===== src/rtl/act_mon_pkg.sv =====
package act_mon_pkg;
  localparam int unsigned DW = 32;
  localparam int unsigned AW = 6;
  localparam int unsigned KW = 3;
  localparam int unsigned CW = 3;

  localparam logic [AW-1:0] OFF_CTRL = 6'h00;
  localparam logic [AW-1:0] OFF_UP   = 6'h04;
  localparam logic [AW-1:0] OFF_LO   = 6'h08;
  localparam logic [AW-1:0] OFF_SEED = 6'h0C;
  localparam logic [AW-1:0] OFF_AUP  = 6'h10;
  localparam logic [AW-1:0] OFF_ALO  = 6'h14;
  localparam logic [AW-1:0] OFF_WGT  = 6'h18;
  localparam logic [AW-1:0] OFF_PER  = 6'h1C;
  localparam logic [AW-1:0] OFF_AVG  = 6'h20;
  localparam logic [AW-1:0] OFF_STAT = 6'h24;

  // status bit 31..28 map onto stat vector index 3..0
  localparam int unsigned NSTAT   = 4;
  localparam int unsigned STAT_LSB = 28;

  typedef struct packed {
    logic          master;
    logic          run;
    logic [KW-1:0] k;
    logic [CW-1:0] up_lim;
    logic [CW-1:0] lo_lim;
    logic          up_en;
    logic          lo_en;
    logic          aup_en;
    logic          alo_en;
  } ctrl_t;

  function automatic ctrl_t decode_ctrl(input logic [DW-1:0] w);
    ctrl_t c;
    c.master = w[31];
    c.run    = w[31] & w[18];
    c.k      = w[12:10];
    c.up_lim = w[28:26];
    c.lo_lim = w[25:23];
    c.up_en  = w[30];
    c.lo_en  = w[29];
    c.aup_en = w[21];
    c.alo_en = w[20];
    return c;
  endfunction
endpackage


===== src/rtl/act_mon_timer.sv =====
module act_mon_timer #(
  parameter int unsigned PW = 8
) (
  input  logic          clk,
  input  logic          rst_n,
  input  logic          run,
  input  logic          tick,
  input  logic [PW-1:0] period,
  output logic          period_end
);
  logic [PW-1:0] tcnt;

  assign period_end = run && tick && (tcnt >= period);

  always_ff @(posedge clk or negedge rst_n) begin
    if (!rst_n)          tcnt <= '0;
    else if (!run)       tcnt <= '0;
    else if (period_end) tcnt <= '0;
    else if (tick)       tcnt <= tcnt + 1'b1;
  end

  // a new period always starts counting from zero
  a_r2_restart: assert property (@(posedge clk) disable iff (!rst_n)
    period_end |=> (tcnt == '0));
endmodule


===== src/rtl/act_mon_accum.sv =====
module act_mon_accum import act_mon_pkg::*; #(
  parameter int unsigned W = DW
) (
  input  logic          clk,
  input  logic          rst_n,
  input  logic          enable,
  input  logic          evt,
  input  logic [W-1:0]  weight,
  input  logic          period_end,
  input  logic [KW-1:0] k,
  input  logic          seed_we,
  input  logic [W-1:0]  seed_val,
  output logic [W-1:0]  sample,
  output logic [W-1:0]  avg,
  output logic [W-1:0]  avg_upd
);
  localparam int unsigned SW = KW + 1;

  logic [W-1:0] acc;
  logic [W:0]   sum;
  logic [SW-1:0] shift;

  assign sum    = {1'b0, acc} + {1'b0, weight};
  assign sample = !evt ? acc : (sum[W] ? '1 : sum[W-1:0]);
  assign shift  = SW'(k) + 1'b1;
  assign avg_upd = avg - (avg >> shift) + (sample >> shift);

  always_ff @(posedge clk or negedge rst_n) begin
    if (!rst_n)                      acc <= '0;
    else if (!enable || period_end) acc <= '0;
    else                            acc <= sample;
  end

  always_ff @(posedge clk or negedge rst_n) begin
    if (!rst_n)          avg <= '0;
    else if (seed_we)    avg <= seed_val;
    else if (period_end) avg <= avg_upd;
  end

  // accumulator idles at zero while the monitor is off
  a_r3_off_clear: assert property (@(posedge clk) disable iff (!rst_n)
    !enable |=> (acc == '0));
  // the average moves only at a period end or a seed write
  a_r4_avg_hold: assert property (@(posedge clk) disable iff (!rst_n)
    (!period_end && !seed_we) |=> $stable(avg));
endmodule


===== src/rtl/act_mon_streak.sv =====
module act_mon_streak #(
  parameter int unsigned CNTW = 3
) (
  input  logic            clk,
  input  logic            rst_n,
  input  logic            en,
  input  logic            strobe,
  input  logic            hit,
  input  logic [CNTW-1:0] lim,
  output logic            fire
);
  logic [CNTW-1:0] cnt;

  assign fire = en && strobe && hit && (cnt >= lim);

  always_ff @(posedge clk or negedge rst_n) begin
    if (!rst_n)       cnt <= '0;
    else if (!en)     cnt <= '0;
    else if (strobe) begin
      if (!hit || fire) cnt <= '0;
      else              cnt <= cnt + 1'b1;
    end
  end

  // a run grows by at most one per period, otherwise it restarts
  a_r6_step: assert property (@(posedge clk) disable iff (!rst_n)
    (cnt != $past(cnt)) |-> ((cnt == '0) || (cnt == $past(cnt) + 1'b1)));
  // a cleared enable leaves no partial run behind
  a_r8_en_clear: assert property (@(posedge clk) disable iff (!rst_n)
    !en |=> (cnt == '0));
endmodule


===== src/rtl/act_mon_regs.sv =====
module act_mon_regs import act_mon_pkg::*; #(
  parameter int unsigned PW = 8
) (
  input  logic             clk,
  input  logic             rst_n,
  input  logic             we,
  input  logic [AW-1:0]    addr,
  input  logic [DW-1:0]    wdata,
  output logic [DW-1:0]    rdata,
  input  logic [DW-1:0]    avg_in,
  input  logic [NSTAT-1:0] stat_set,
  output logic [DW-1:0]    ctrl,
  output logic [DW-1:0]    up_wm,
  output logic [DW-1:0]    lo_wm,
  output logic [DW-1:0]    aup_wm,
  output logic [DW-1:0]    alo_wm,
  output logic [DW-1:0]    weight,
  output logic [PW-1:0]    period,
  output logic             seed_we,
  output logic [DW-1:0]    seed_val,
  output logic [NSTAT-1:0] status
);
  logic stat_wr;

  assign seed_we  = we && (addr == OFF_SEED);
  assign seed_val = wdata;
  assign stat_wr  = we && (addr == OFF_STAT);

  always_ff @(posedge clk or negedge rst_n) begin
    if (!rst_n) begin
      ctrl   <= '0;
      up_wm  <= '0;
      lo_wm  <= '0;
      aup_wm <= '0;
      alo_wm <= '0;
      weight <= '0;
      period <= '0;
    end else if (we) begin
      case (addr)
        OFF_CTRL: ctrl   <= wdata;
        OFF_UP:   up_wm  <= wdata;
        OFF_LO:   lo_wm  <= wdata;
        OFF_AUP:  aup_wm <= wdata;
        OFF_ALO:  alo_wm <= wdata;
        OFF_WGT:  weight <= wdata;
        OFF_PER:  period <= wdata[PW-1:0];
        default:  ;
      endcase
    end
  end

  for (genvar i = 0; i < NSTAT; i++) begin : g_stat
    always_ff @(posedge clk or negedge rst_n) begin
      if (!rst_n) status[i] <= 1'b0;
      else        status[i] <= stat_set[i] |
                               (status[i] & ~(stat_wr & wdata[STAT_LSB+i]));
    end

    // a status bit stays set until a one is written to it
    a_r10_sticky: assert property (@(posedge clk) disable iff (!rst_n)
      (status[i] && !(stat_wr && wdata[STAT_LSB+i])) |=> status[i]);
  end

  always_comb begin
    rdata = '0;
    case (addr)
      OFF_CTRL: rdata = ctrl;
      OFF_UP:   rdata = up_wm;
      OFF_LO:   rdata = lo_wm;
      OFF_AUP:  rdata = aup_wm;
      OFF_ALO:  rdata = alo_wm;
      OFF_WGT:  rdata = weight;
      OFF_PER:  rdata = DW'(period);
      OFF_AVG:  rdata = avg_in;
      OFF_STAT: rdata = {status, {STAT_LSB{1'b0}}};
      default:  rdata = '0;
    endcase
  end
endmodule


===== src/rtl/act_mon_top.sv =====
module act_mon_top import act_mon_pkg::*; #(
  parameter int unsigned PW = 8
) (
  input  logic          clk,
  input  logic          rst_n,
  input  logic          reg_we,
  input  logic [AW-1:0] reg_addr,
  input  logic [DW-1:0] reg_wdata,
  output logic [DW-1:0] reg_rdata,
  input  logic          evt_pulse,
  input  logic          ms_tick,
  output logic          irq
);
  localparam int unsigned NSTREAK = 2;

  logic [DW-1:0]    ctrl_w, up_wm, lo_wm, aup_wm, alo_wm, weight, seed_val;
  logic [DW-1:0]    sample, avg, avg_upd;
  logic [PW-1:0]    period;
  logic             seed_we, period_end;
  logic [NSTAT-1:0] status, stat_set, stat_en;
  ctrl_t            c;

  logic [NSTREAK-1:0]   s_en, s_hit, s_fire;
  logic [CW-1:0]        s_lim [NSTREAK];

  assign c = decode_ctrl(ctrl_w);

  act_mon_regs #(.PW(PW)) regs_i (
    .clk(clk), .rst_n(rst_n), .we(reg_we), .addr(reg_addr),
    .wdata(reg_wdata), .rdata(reg_rdata), .avg_in(avg),
    .stat_set(stat_set), .ctrl(ctrl_w), .up_wm(up_wm), .lo_wm(lo_wm),
    .aup_wm(aup_wm), .alo_wm(alo_wm), .weight(weight), .period(period),
    .seed_we(seed_we), .seed_val(seed_val), .status(status)
  );

  act_mon_timer #(.PW(PW)) timer_i (
    .clk(clk), .rst_n(rst_n), .run(c.run), .tick(ms_tick),
    .period(period), .period_end(period_end)
  );

  act_mon_accum #(.W(DW)) accum_i (
    .clk(clk), .rst_n(rst_n), .enable(c.master), .evt(evt_pulse),
    .weight(weight), .period_end(period_end), .k(c.k),
    .seed_we(seed_we), .seed_val(seed_val), .sample(sample),
    .avg(avg), .avg_upd(avg_upd)
  );

  // index 0: above the upper watermark, index 1: below the lower one
  assign s_en[0]  = c.master & c.up_en;
  assign s_hit[0] = sample > up_wm;
  assign s_lim[0] = c.up_lim;
  assign s_en[1]  = c.master & c.lo_en;
  assign s_hit[1] = sample < lo_wm;
  assign s_lim[1] = c.lo_lim;

  for (genvar g = 0; g < NSTREAK; g++) begin : g_streak
    act_mon_streak #(.CNTW(CW)) streak_i (
      .clk(clk), .rst_n(rst_n), .en(s_en[g]), .strobe(period_end),
      .hit(s_hit[g]), .lim(s_lim[g]), .fire(s_fire[g])
    );
  end

  assign stat_set[3] = s_fire[0];
  assign stat_set[2] = s_fire[1];
  assign stat_set[1] = period_end && c.aup_en && (avg_upd > aup_wm);
  assign stat_set[0] = period_end && c.alo_en && (avg_upd < alo_wm);

  assign stat_en = {c.up_en, c.lo_en, c.aup_en, c.alo_en};
  assign irq     = |(status & stat_en);

  // a stopped monitor never closes a period
  a_r12_stopped: assert property (@(posedge clk) disable iff (!rst_n)
    (ctrl_w == '0) |-> !period_end);
  // a below-run cause reaches the status register on the next edge
  a_r7_below_lands: assert property (@(posedge clk) disable iff (!rst_n)
    s_fire[1] |=> status[2]);
endmodule


===== config.mk =====
export PLATFORM = sky130hd
export DESIGN_NAME = act_mon_top
export DESIGN_NICKNAME = d
export VERILOG_FILES = /design/src/rtl/act_mon_pkg.sv /design/src/rtl/act_mon_timer.sv /design/src/rtl/act_mon_accum.sv /design/src/rtl/act_mon_streak.sv /design/src/rtl/act_mon_regs.sv /design/src/rtl/act_mon_top.sv
export SDC_FILE = /design/constraint.sdc
export NUM_CORES = 1
export LEC_CHECK = 0
export BUFFER_PORTS_ARGS = -buffer_cell sky130_fd_sc_hd__buf_2
export CAP_MARGIN = 20
export CORE_MARGIN = 2
export CORE_UTILIZATION = 30
export CTS_CLUSTER_SIZE = 12
export DETAILED_ROUTE_END_ITERATION = 7
export PLACE_DENSITY = 0.5
export SYNTH_ARGS = -nofsm -noshare
export SYNTH_HDL_FRONTEND = slang
export SYNTH_HIERARCHICAL = 1
export SYNTH_SLANG_ARGS = --single-unit
export TNS_END_PERCENT = 30

===== constraint.sdc =====
create_clock -name clk -period 10.4 [get_ports clk]
set_input_delay 1.56 -clock clk [delete_from_list [all_inputs] [get_ports clk]]
set_output_delay 1.56 -clock clk [all_outputs]
set_load 0.05 [all_outputs]

==> flow_summary.yaml <==
run_status:
  outcome: "finished clean"
grt:
  grt_pass1_vias: 19800
  antenna_found_initial: 4
  grt_pass1_wl_um: 127000
  grtUsageTotal: 0.204
  globalRouteOverflowTotal: 0
  grt_max_degree: 105
sta:
  post-route-period-util: 0.899
  relSlewSlack: 0.230
  setup_viol: 0
  rsz0062_at_grt: "false"
  worst_pin_slew_ps: 1140
  clock_skew_ps: 23.8
  layout_setup_ws_ps: 1050
  final_max_slew_viol_count: 0
  setup_tns_ps: 0
  timing.fmax_ghz: 0.107
  min_period_ps: 9350
  hold_viol: 0
floorplanning:
  dieHeight_um: 285
  ioPinCount: 76
  core_area_um2: 78600
  row_count: 103
  die_w_um: 285
  die_area_um2: 81200
  start_util: 0.301
synth:
  syn_avg_cell_area_um2: 9.33
  synth_edf_count: 0
  synthFlopType: "dfrtp_1"
  syn-cell-area_um2: 23700
  ys_ff_latch: 282
  synthArstFlopShare: 1.00
  synth_warnings: 6
  yosysUniqueCellTypes: 95
  synthCells: 2537
  ys_seq_area_frac: 0.298
  synth.net_count: 2819
worst_setup_path:
  regToRegSetupSlack_ps: 1050
  critPathKind: "flip-flop to flip-flop"
  crit_slowest_cell: "nor2_2"
  startpoint: "regs_i/weight[0]$_DFFE_PN0P_"
  slowest_delay_ps: 780
  worstPathArrival_ps: 9820
  crit_top_cell: "ha_1"
  worst_r2r_path_depth: 31
  r2r_start: "regs_i/weight[0]$_DFFE_PN0P_"
  path_max_fanout: 18
  r2r_end: "regs_i/status[1]$_DFF_PN0_"
  critPathRequiredTime_ps: 10870
  crit_path_end_kind: "flip-flop"
  crit_path_start_kind: "flip-flop"
cells_and_area:
  multiInputGateArea_um2: 14900
  syn_to_final_growth_pct: 10.7
  final_util: 0.334
  final_common_cell: "dfrtp_1"
  nets: 2812
  regArea_um2: 7060
  final_cells: 3609
  drive_gt1_frac: 0.183
  fill_cells: 8214
  final_cell_mix: "dfrtp_1 (280), inv_1 (263), nand2_1 (208)"
routing:
  vias: 19500
  ant_nets: 0
  drc: 0
  wl_per_cell_um: 23.2
  drt-vias-per-instance: 5.41
  drt_iter0_markers: 1301
  first_pass_iters: 7
  wl_um: 83700
min_path:
  hold_end: "regs_i/ctrl[4]$_DFFE_PN0P_"
  hold_depth: 1
  min_path_type: "flip-flop to flip-flop"
  hold_start: "regs_i/ctrl[4]$_DFFE_PN0P_"
cts:
  cts-root-buf: "clkbuf_16"
  worst_skew_pair.late_latency_ps: 580
  cts.clk_slew.worst_paths_ps: 60
  cts_setup_buffers: 0
  cts_hold_repair.buffers: 0
  clkSinkCount: 282
  tritoncts: "yes"
  cts_buffers: 38
  clockBufferDepth: 3
  cts-resized-gates: 0
  htreeDepth: 2
placement:
  dp_hpwl_um: 62700
  numPortBuffers: 75
  gp_congestion: 0.942
  pre_cts_slack_ps: 1170
  dpl.cell_count: 3540
pwr:
  p_per_area_nw_per_um2: 335
  leakage_nw: 12.2
  ir_drop_mv: 0.202
job:
  drv.max_cap_violation_count: 0
## synthesized netlist by cell type, types with 13 or more instances
| library cell | count | area [µm²] |
|---|---|---|
| nor3_1 | 26 | 130 |
| nor2b_1 | 43 | 269 |
| nor2_1 | 142 | 533 |
| o21ai_0 | 132 | 661 |
| inv_1 | 263 | 987 |
| o21a_1 | 13 | 97.6 |
| a211oi_1 | 19 | 143 |
| clkbuf_1 | 70 | 263 |
| buf_1 | 15 | 56.3 |
| o211ai_1 | 30 | 225 |
| buf_2 | 25 | 125 |
| nand3b_1 | 17 | 128 |
| a21o_1 | 51 | 383 |
| a21oi_1 | 134 | 671 |
| dfrtp_1 | 282 | 7060 |
| nand2b_1 | 22 | 138 |
| a2bb2oi_1 | 14 | 123 |
| a22oi_1 | 33 | 248 |
| mux2i_1 | 129 | 1290 |
| mux4_2 | 26 | 586 |
| fa_1 | 32 | 641 |
| nand4_1 | 21 | 131 |
| xor2_1 | 23 | 201 |
| nand3_1 | 46 | 230 |
| ha_1 | 207 | 2590 |
| mux2_2 | 189 | 2130 |
| buf_4 | 38 | 285 |
| nand2_1 | 208 | 781 |
| a31oi_1 | 42 | 263 |
| xnor2_1 | 31 | 272 |
| mux2_4 | 31 | 465 |
## sequential cells by signal (all words and copies together) (netlist names)
register	count
accum_i/avg	32
regs_i/status	4
regs_i/lo_wm	32
regs_i/period	8
regs_i/up_wm	32
regs_i/ctrl	32
regs_i/alo_wm	32
timer_i/tcnt	8
g_streak.streak_i/cnt	6
accum_i/acc	32
regs_i/weight	32
regs_i/aup_wm	32
## stage by stage
stage	total power, mW	hold WS (ps)	cell area, µm²
after floorplan	5.52	467	23700
after CTS	8.76	512	26200
final	8.78	511	26200
after global placement	7.26	495	24900
after detailed placement	7.30	495	24900
after global routing	9.54	524	26200
## worst max-delay path by stage
stage | end
final | regs_i/status[1]$_DFF_PN0_
after global routing | regs_i/status[1]$_DFF_PN0_
after CTS | regs_i/status[1]$_DFF_PN0_
after detailed placement | regs_i/status[1]$_DFF_PN0_
after global placement | regs_i/status[1]$_DFF_PN0_
after floorplan | regs_i/status[1]$_DFF_PN0_
## final cells by class
| cell class | count | share of cell area |
|---|---|---|
| Multi-Input combinational cell | 1835 | 0.568 |
| Sequential cell | 282 | 0.269 |
| Tap cell | 1050 | 0.0501 |
| Clock buffer | 50 | 0.0407 |
| Inverter | 267 | 0.0382 |
| Timing Repair Buffer | 106 | 0.0238 |
| Clock inverter | 18 | 0.0103 |
| Antenna cell | 1 | 0.0000954 |
## logic make-up (layout without fill, tap and decap cells)
logic type,after synthesis,in the layout,synth area share
AOI/OAI and AO/OA,576,576,0.160
xor gates and xnor gates,54,54,0.0200
adders and majority gates,239,239,0.136
buffers and inverters,420,441,0.0755
DFF,282,282,0.298
muxes,378,378,0.190
other,0,1,0
and+or+nand+nor,588,588,0.120
## worst max-delay path, delay by kind of cell, from the launching register on
| family | cells | cell delay [ps] |
|---|---|---|
| AO/OA/AOI/OAI | 17 | 4860 |
| XOR/XNOR | 2 | 380 |
| adder cells (fa/ha/maj) | 5 | 1570 |
| flip-flops | 1 | 390 |
| multiplexers | 3 | 870 |
| AND/OR/NAND/NOR | 4 | 1160 |
## where the power goes
| part | switching, mW | leakage, nW | internal [mW] | total (mW) |
|---|---|---|---|---|
| Clock | 0.544 | 0.648 | 0.852 | 1.40 |
| Sequential | 0.206 | 3.76 | 1.26 | 1.46 |
| Combinational | 3.62 | 7.74 | 2.31 | 5.92 |
## layer usage
layer / vias to the layer above / GRT usage / part of all wire
li1: 8983 / - / -
met1: 9856 / 0.281 / 0.46
met2: 566 / 0.328 / 0.46
met3: 120 / 0.0290 / 0.052
met4: 6 / 0.0661 / 0.031
met5: - / 0 / 0.00047
No activity file was read; power rests on OpenSTA's default activity.
